`config.mk`:
```
export PLATFORM = sky130hd
export DESIGN_NAME = dual_fsm_top
export DESIGN_NICKNAME = d
export VERILOG_FILES = /design/src/rtl/dual_fsm_pkg.sv /design/src/rtl/mealy_fsm.sv /design/src/rtl/moore_fsm.sv /design/src/rtl/dual_fsm_top.sv
export SDC_FILE = /design/constraint.sdc
export NUM_CORES = 1
export LEC_CHECK = 0
export BUFFER_PORTS_ARGS = -buffer_cell sky130_fd_sc_hd__buf_2
export CAP_MARGIN = 30
export CELL_PAD_IN_SITES_DETAIL_PLACEMENT = 0
export CELL_PAD_IN_SITES_GLOBAL_PLACEMENT = 1
export CORE_AREA = 2 2 39 41
export CTS_CLUSTER_DIAMETER = 200
export DETAILED_ROUTE_END_ITERATION = 10
export DIE_AREA = 0 0 41 43
export PLACE_DENSITY_LB_ADDON = 0.25
export SYNTH_ARGS = -nofsm -noshare
export SYNTH_HDL_FRONTEND = slang
export SYNTH_SLANG_ARGS = --single-unit
```
`constraint.sdc`:
```
create_clock -name clk -period 1.4 [get_ports clk]
set_clock_uncertainty 0.1 [all_clocks]
set_input_delay 0 -clock clk [delete_from_list [all_inputs] [get_ports clk]]
set_output_delay 0 -clock clk [all_outputs]
set_load 0.01 [all_outputs]
```
`src/rtl/dual_fsm_pkg.sv`:
```
package dual_fsm_pkg;

    localparam int STATE_W = 2;
    localparam int SYM_W   = 2;

    typedef enum logic [STATE_W-1:0] {
        ST_A = 2'b00,
        ST_B = 2'b01,
        ST_C = 2'b10,
        ST_D = 2'b11
    } fsm_state_t;

    typedef enum logic [SYM_W-1:0] {
        SYM_NONE = 2'b00,
        SYM_X1   = 2'b01,
        SYM_X2   = 2'b10,
        SYM_X3   = 2'b11
    } fsm_sym_t;

    typedef struct packed {
        fsm_state_t st;
    } mealy_regs_t;

    typedef struct packed {
        fsm_state_t st;
    } moore_regs_t;

endpackage

```
`src/rtl/mealy_fsm.sv`:
```
module mealy_fsm
    import dual_fsm_pkg::*;
(
    input  logic               clk,
    input  logic               rst,
    input  logic               din,
    output logic [STATE_W-1:0] state_o,
    output logic [SYM_W-1:0]   sym_o
);

    mealy_regs_t regs_q;
    mealy_regs_t regs_d;
    fsm_sym_t    sym_d;

    // next state and same-cycle output from state plus input
    always_comb begin
        regs_d = regs_q;
        sym_d  = SYM_X1;
        unique case (regs_q.st)
            ST_A: begin
                sym_d     = SYM_X1;
                regs_d.st = din ? ST_C : ST_B;
            end
            ST_B: begin
                sym_d     = din ? SYM_X3 : SYM_X2;
                regs_d.st = din ? ST_D : ST_B;
            end
            ST_C: begin
                sym_d     = din ? SYM_X1 : SYM_X3;
                regs_d.st = din ? ST_C : ST_D;
            end
            ST_D: begin
                sym_d     = din ? SYM_X2 : SYM_X3;
                regs_d.st = ST_D;
            end
            default: begin
                sym_d     = SYM_X1;
                regs_d.st = ST_A;
            end
        endcase
        if (rst) begin
            regs_d.st = ST_A;
        end
    end

    always_ff @(posedge clk) begin
        regs_q <= regs_d;
    end

    assign state_o = regs_q.st;
    assign sym_o   = sym_d;

endmodule

```
`src/rtl/moore_fsm.sv`:
```
module moore_fsm
    import dual_fsm_pkg::*;
(
    input  logic               clk,
    input  logic               rst,
    input  logic               din,
    output logic [STATE_W-1:0] state_o,
    output logic [SYM_W-1:0]   sym_o
);

    moore_regs_t regs_q;
    moore_regs_t regs_d;
    fsm_sym_t    sym_dec;

    always_comb begin
        regs_d = regs_q;
        unique case (regs_q.st)
            ST_A:    regs_d.st = din ? ST_C : ST_B;
            ST_B:    regs_d.st = din ? ST_D : ST_B;
            ST_C:    regs_d.st = din ? ST_D : ST_C;
            ST_D:    regs_d.st = ST_D;
            default: regs_d.st = ST_A;
        endcase
        if (rst) begin
            regs_d.st = ST_A;
        end
    end

    always_ff @(posedge clk) begin
        regs_q <= regs_d;
    end

    // output decoded from the registered state only
    always_comb begin
        unique case (regs_q.st)
            ST_A:    sym_dec = SYM_X2;
            ST_B:    sym_dec = SYM_X1;
            ST_C:    sym_dec = SYM_X2;
            ST_D:    sym_dec = SYM_X3;
            default: sym_dec = SYM_X2;
        endcase
    end

    assign state_o = regs_q.st;
    assign sym_o   = sym_dec;

endmodule

```
`src/rtl/dual_fsm_top.sv`:
```
module dual_fsm_top
    import dual_fsm_pkg::*;
(
    input  logic               clk,
    input  logic               rst,
    input  logic               din,
    output logic [SYM_W-1:0]   mealy_sym,
    output logic [SYM_W-1:0]   moore_sym,
    output logic [STATE_W-1:0] mealy_state,
    output logic [STATE_W-1:0] moore_state
);

    mealy_fsm u_mealy (
        .clk     (clk),
        .rst     (rst),
        .din     (din),
        .state_o (mealy_state),
        .sym_o   (mealy_sym)
    );

    moore_fsm u_moore (
        .clk     (clk),
        .rst     (rst),
        .din     (din),
        .state_o (moore_state),
        .sym_o   (moore_sym)
    );

endmodule

```
# ---- Word level (Yosys, flattened, before mapping)
# Cells that the tools add are included.
dict set report totals {
  reg_bits 4
  latch_bits 0
  ramBits 0
  mem_bits_ro 0
  inputBits 3
  output_inout_bits 8
  word_cells 20
  memories 0
}
dict set report classes {
  addsub 0
  n_mul 0
  n_div 0
  magnitude_cmp 0
  n_eq_ne 6
  shifts 0
  muxes 9
  n_bitwise 0
  reduce_logical 3
}
# op n
set op_table {}
lappend op_table {{2-bit case mux with 4 select lines} 3}
lappend op_table {{2-bit equality test, second input constant} 4}
lappend op_table {{2-bit 2-to-1 mux} 3}
lappend op_table {{2-bit case mux with 3 select lines} 1}
lappend op_table {{2-bit by 1-bit equality test with 1-bit output, second input constant} 2}
lappend op_table {{2-bit zero test} 2}
lappend op_table {{1-bit 2-to-1 mux} 2}
lappend op_table {{2-bit OR reduction} 1}

# ---- Longest topological paths before layout
dict set report depth {
  ltp_word 3
  mapped_depth 2
  depth_no_buf 2
}

# ---- By module
# A second synthesis with hierarchy kept.
dict set report unflattened {
  hier_cells 19
  area_unflattened_um2 157.7
}
# mod n_inst cells_each area_per_inst_um2 seq_area_each_um2
set modules_own_cells {}
lappend modules_own_cells {mealy_fsm 1 10 82.6 40.0}
lappend modules_own_cells {moore_fsm 1 9 75.1 40.0}

# ---- Worst setup path before layout
# OpenSTA, ideal clock, no wires.
dict set report synth_timing {
  path_type {register to register}
  from {register u_moore.regs_q (netlist bit u_moore.state_o[1])}
  to {register u_moore.regs_q (netlist bit u_moore.state_o[0])}
  setup_time_ns 0.118
  arrival_ns 0.608
  required_time_ns 1.182
  setup_slack_ns 0.573
  path_stages_with_launch 3
  n_path_buf 0
  synth_period_minus_slack_ns 0.827
  cell_sequence {dfxtp_1 xor2_1 a21oi_1}
}
dict set report synth_via {
  elab_chain_len 2
  word_cells_on_any_way 5
  classes_between {eq/ne: 3; mux: 1; reduce/logical: 1}
}
# element line_no
set synth_rtl {}
lappend synth_rtl {{start, declared} moore_fsm.sv:11} ;# moore_regs_t regs_q;
lappend synth_rtl {{start signal, assigned} moore_fsm.sv:30} ;# regs_q <= regs_d;
lappend synth_rtl {{2-bit equality test, or another cell as far along} moore_fsm.sv:17} ;# unique case (regs_q.st)
lappend synth_rtl {{2-bit case mux with 4 select lines (*)} moore_fsm.sv:17}
# Mark *: on every way between the ends. The rest lies on a longest branch, timed or not.
# A chain may end at the register's enable or synchronous reset.

# ---- Final worst setup path
dict set report layout_timing {
  from {input port din}
  to {register u_mealy.regs_q (netlist bit u_mealy.state_o[0])}
}
dict set report layout_via {
  elab_chain_len 2
  word_cells_on_any_way 3
  classes_between {mux: 3}
}
# element line_no
set layout_rtl {}
lappend layout_rtl {{start, declared} dual_fsm_top.sv:6} ;# input logic din,
lappend layout_rtl {{1-bit 2-to-1 mux / 2-bit 2-to-1 mux (equally long branches)} {mealy_fsm.sv:30, mealy_fsm.sv:22}}
lappend layout_rtl {{2-bit case mux with 4 select lines (*)} mealy_fsm.sv:19} ;# unique case (regs_q.st)
lappend layout_rtl {{end signal, assigned} mealy_fsm.sv:47} ;# regs_q <= regs_d;
lappend layout_rtl {{end, declared} mealy_fsm.sv:11} ;# mealy_regs_t regs_q;
# Marks and branches as above.

==> results by group <==
Finish
  – Fillers: ~160
  – Post-Layout Cell Count: 50
  – Final nets: 39
  – Area Growth Syn to Fin: 77.87%
  – Most frequent cells in the layout: 10 x buf_2, 4 x nor2_1, 4 x dfxtp_1
  – Post-route cell area: between 200 and 300 µm²
  – Fraction of layout cells with a size suffix above 1: 0.4118
  – Diode count: 0
  – Commonest non-fill, non-tap cell in the layout: buf_2

Yosys
  – Synth area leaders: dfxtp_1 52%, nor2_1 9.8%, inv_1 7.4%
  – Cell variety after synth: 10
  – Syn_nets: 22
  – Top cell type's share of synthesized area: 0.5246
  – Mapped Area: about 150 µm²
  – Sequential fraction of the synthesis area: 0.5246
  – Mean area per synthesized cell: approximately 8.0 µm²
  – Mapped Cells: 19
  – Syn. warnings: 0
  – Biggest area consumer among synthesized cells: dfxtp_1
  – Yosys reg bits: 4

Timing
  – Fmax: around 780 MHz
  – Final hold vios: 0
  – Slew @ Worst Pin: roughly 130 ps
  – Count of final setup violators: 0
  – Slew Limit Fails: 0
  – Setup TNS: 0 ps
  – Tmin final: 1275 ps
  – Tcrit/Tclk final: 0.9107
  – Slew HR: 0.9125
  – RSZ-0062 raised after global routing: no

Power
  – Leak: ~0.00013 µW
  – Worst VDD drop: around 0.0004 V
  – Power Density: approximately 1200 nW/µm²
  – Pwr Total: 325.6 µW

Placed design
  – DP Wirelength: 270.7 µm
  – Port Buffers: 10
  – Cell Area, Placed: 219.0 µm²
  – Placed cells: 44
  – GP Congestion: a little under 0.6

Run status
  – Status: completed

Drt
  – # DRC: 0
  – Routed vias: between 150 and 200
  – Vias per std cell: roughly 3.3
  – Post-route ant nets: 0
  – Routed WL per cell: 6.720 µm
  – Post-Route WL: between 300 and 400 µm
  – Detailed Routing Iterations Pass 1: 1
  – Initial DRC Count: 0

Floorplan
  – Die Y: approximately 43 µm
  – Total die area: around 1800 µm²
  – Die W: 41 µm
  – Starting Density: 0.1103
  – Num rows: 14
  – IO Pins: 11
  – Core Area: ~1400 µm²

Clocking
  – TritonCTS buffer count: 3
  – Worst skew pair latency: about 230 ps
  – CTS Sinks: 4
  – Post CTS Setup Buffer Count: 0
  – CTS root buffer: clkbuf_4
  – Clk pin slew, worst setup/hold paths: 40 ps
  – Worst-case clock buffer depth: 2
  – H-tree Lvls: 1
  – CTS tree: done
  – Post-CTS Resized: 0

Worst hold path
  – HP Class: flop to flop
  – Hold depth: 2
  – Hold Startpoint: u_moore.state_o[0]
  – Hold endpoint: u_moore.state_o[0]

Setup path
  – Worst Reg-to-Reg Cells: 3
  – RR Endpoint: u_mealy.state_o[0]
  – CP Class: input port to flop
  – Critical Path RT: ~1500 ps
  – Setup slack, reg-to-reg: roughly 170 ps
  – Critical path launch point type: input port
  – Worst Path Arrival: around 1400 ps
  – CP max FO: 6
  – Crit end category: flop
  – Worst R2R Start: u_mealy.state_o[0]

Global routing
  – Global-route wire length before repair: 524 µm
  – Initial antenna violation count: 0
  – Largest net degree at the start of global routing: 7
  – Total GRT Usage: 0.05216
  – Vias in the first global route: 145
  – Total gr overflow: 0

Run
  – Max Cap Viol: 0
where the power goes:
group          switching [µW]  internal (µW)  total, µW
logic                    27.5           28.6       56.0
clock network            42.5           95.6        138
registers                7.60            124        132
total                    77.5            248        326
final cells by class:
cell class              count  area (µm²)  share of cell area
clock buffers               3       22.52             0.08295
inverters                   3       11.26             0.04147
multi-input cells          11       57.56              0.2120
flip-flops and latches      4       80.08              0.2949
well taps                  16       20.02             0.07373
repair buffers             13       80.08              0.2949
worst max-delay path, cell delays in order:
cell	delay, ps
dlygate4sd3_1	530
buf_2	160
a21oi_1	120
dlygate4sd3_1	550
flip-flops by register name, summed over array words and instances (netlist names):
register         flops
u_mealy.state_o      2
u_moore.state_o      2
layer usage:
layer / vias up / wire length, µm / GRT usage
li1: 87 / - / -
met5: - / 0 / 0
met1: 68 / 153 / 0.04808
met2: 11 / 126 / 0.05938
met4: 0 / 0 / 0.04000
met3: 0 / 55 / 0.06283
logic make-up after synthesis:
family          share of synthesized area
compound gates                     0.1311
simple gates                       0.1885
flops                              0.5246
buf+inv                           0.09833
xor+xnor                          0.05739
metrics by stage:
stage / hold slack (ps) / setup slack [ps] / utilization
4_1_cts: 376.4 / 135.4 / 0.1962
5_1_grt: 405.9 / 95.06 / 0.1962
6_report: 370.0 / 125.0 / 0.1962
3_5_place_dp: 117.4 / 564.9 / 0.1582
3_3_place_gp: 106.6 / 575.9 / 0.1582
2_1_floorplan: -30.93 / 573.2 / -
worst max-delay path by stage:
| stage | startpoint | endpoint | slack, ps | cells past startpoint |
|---|---|---|---|---|
| 2_1_floorplan | u_moore.state_o[1] | u_moore.state_o[0] | 570 | 2 |
| 3_3_place_gp | u_mealy.state_o[1] | mealy_sym[0] | 580 | 3 |
| 3_5_place_dp | u_mealy.state_o[1] | mealy_sym[0] | 560 | 3 |
| 4_1_cts | din | u_mealy.state_o[0] | 140 | 4 |
| 5_1_grt | din | u_mealy.state_o[0] | 100 | 4 |
| 6_report | din | u_mealy.state_o[0] | 130 | 4 |
Yosys cell counts:
master / count
nor2_1: 4
and2_2: 1
o21ai_1: 1
inv_1: 3
xor2_1: 1
clkbuf_1: 1
nand2b_1: 1
a21oi_1: 2
o21ai_0: 1
dfxtp_1: 4
what timing repair did:
action | 4_1_cts | 5_1_grt
endpoints found under the setup margin | 0 | 0
hold buffers | 3 | 0
hold endpoints to repair | 4 | 0
Note: power is estimated with default switching activity, not from simulation.
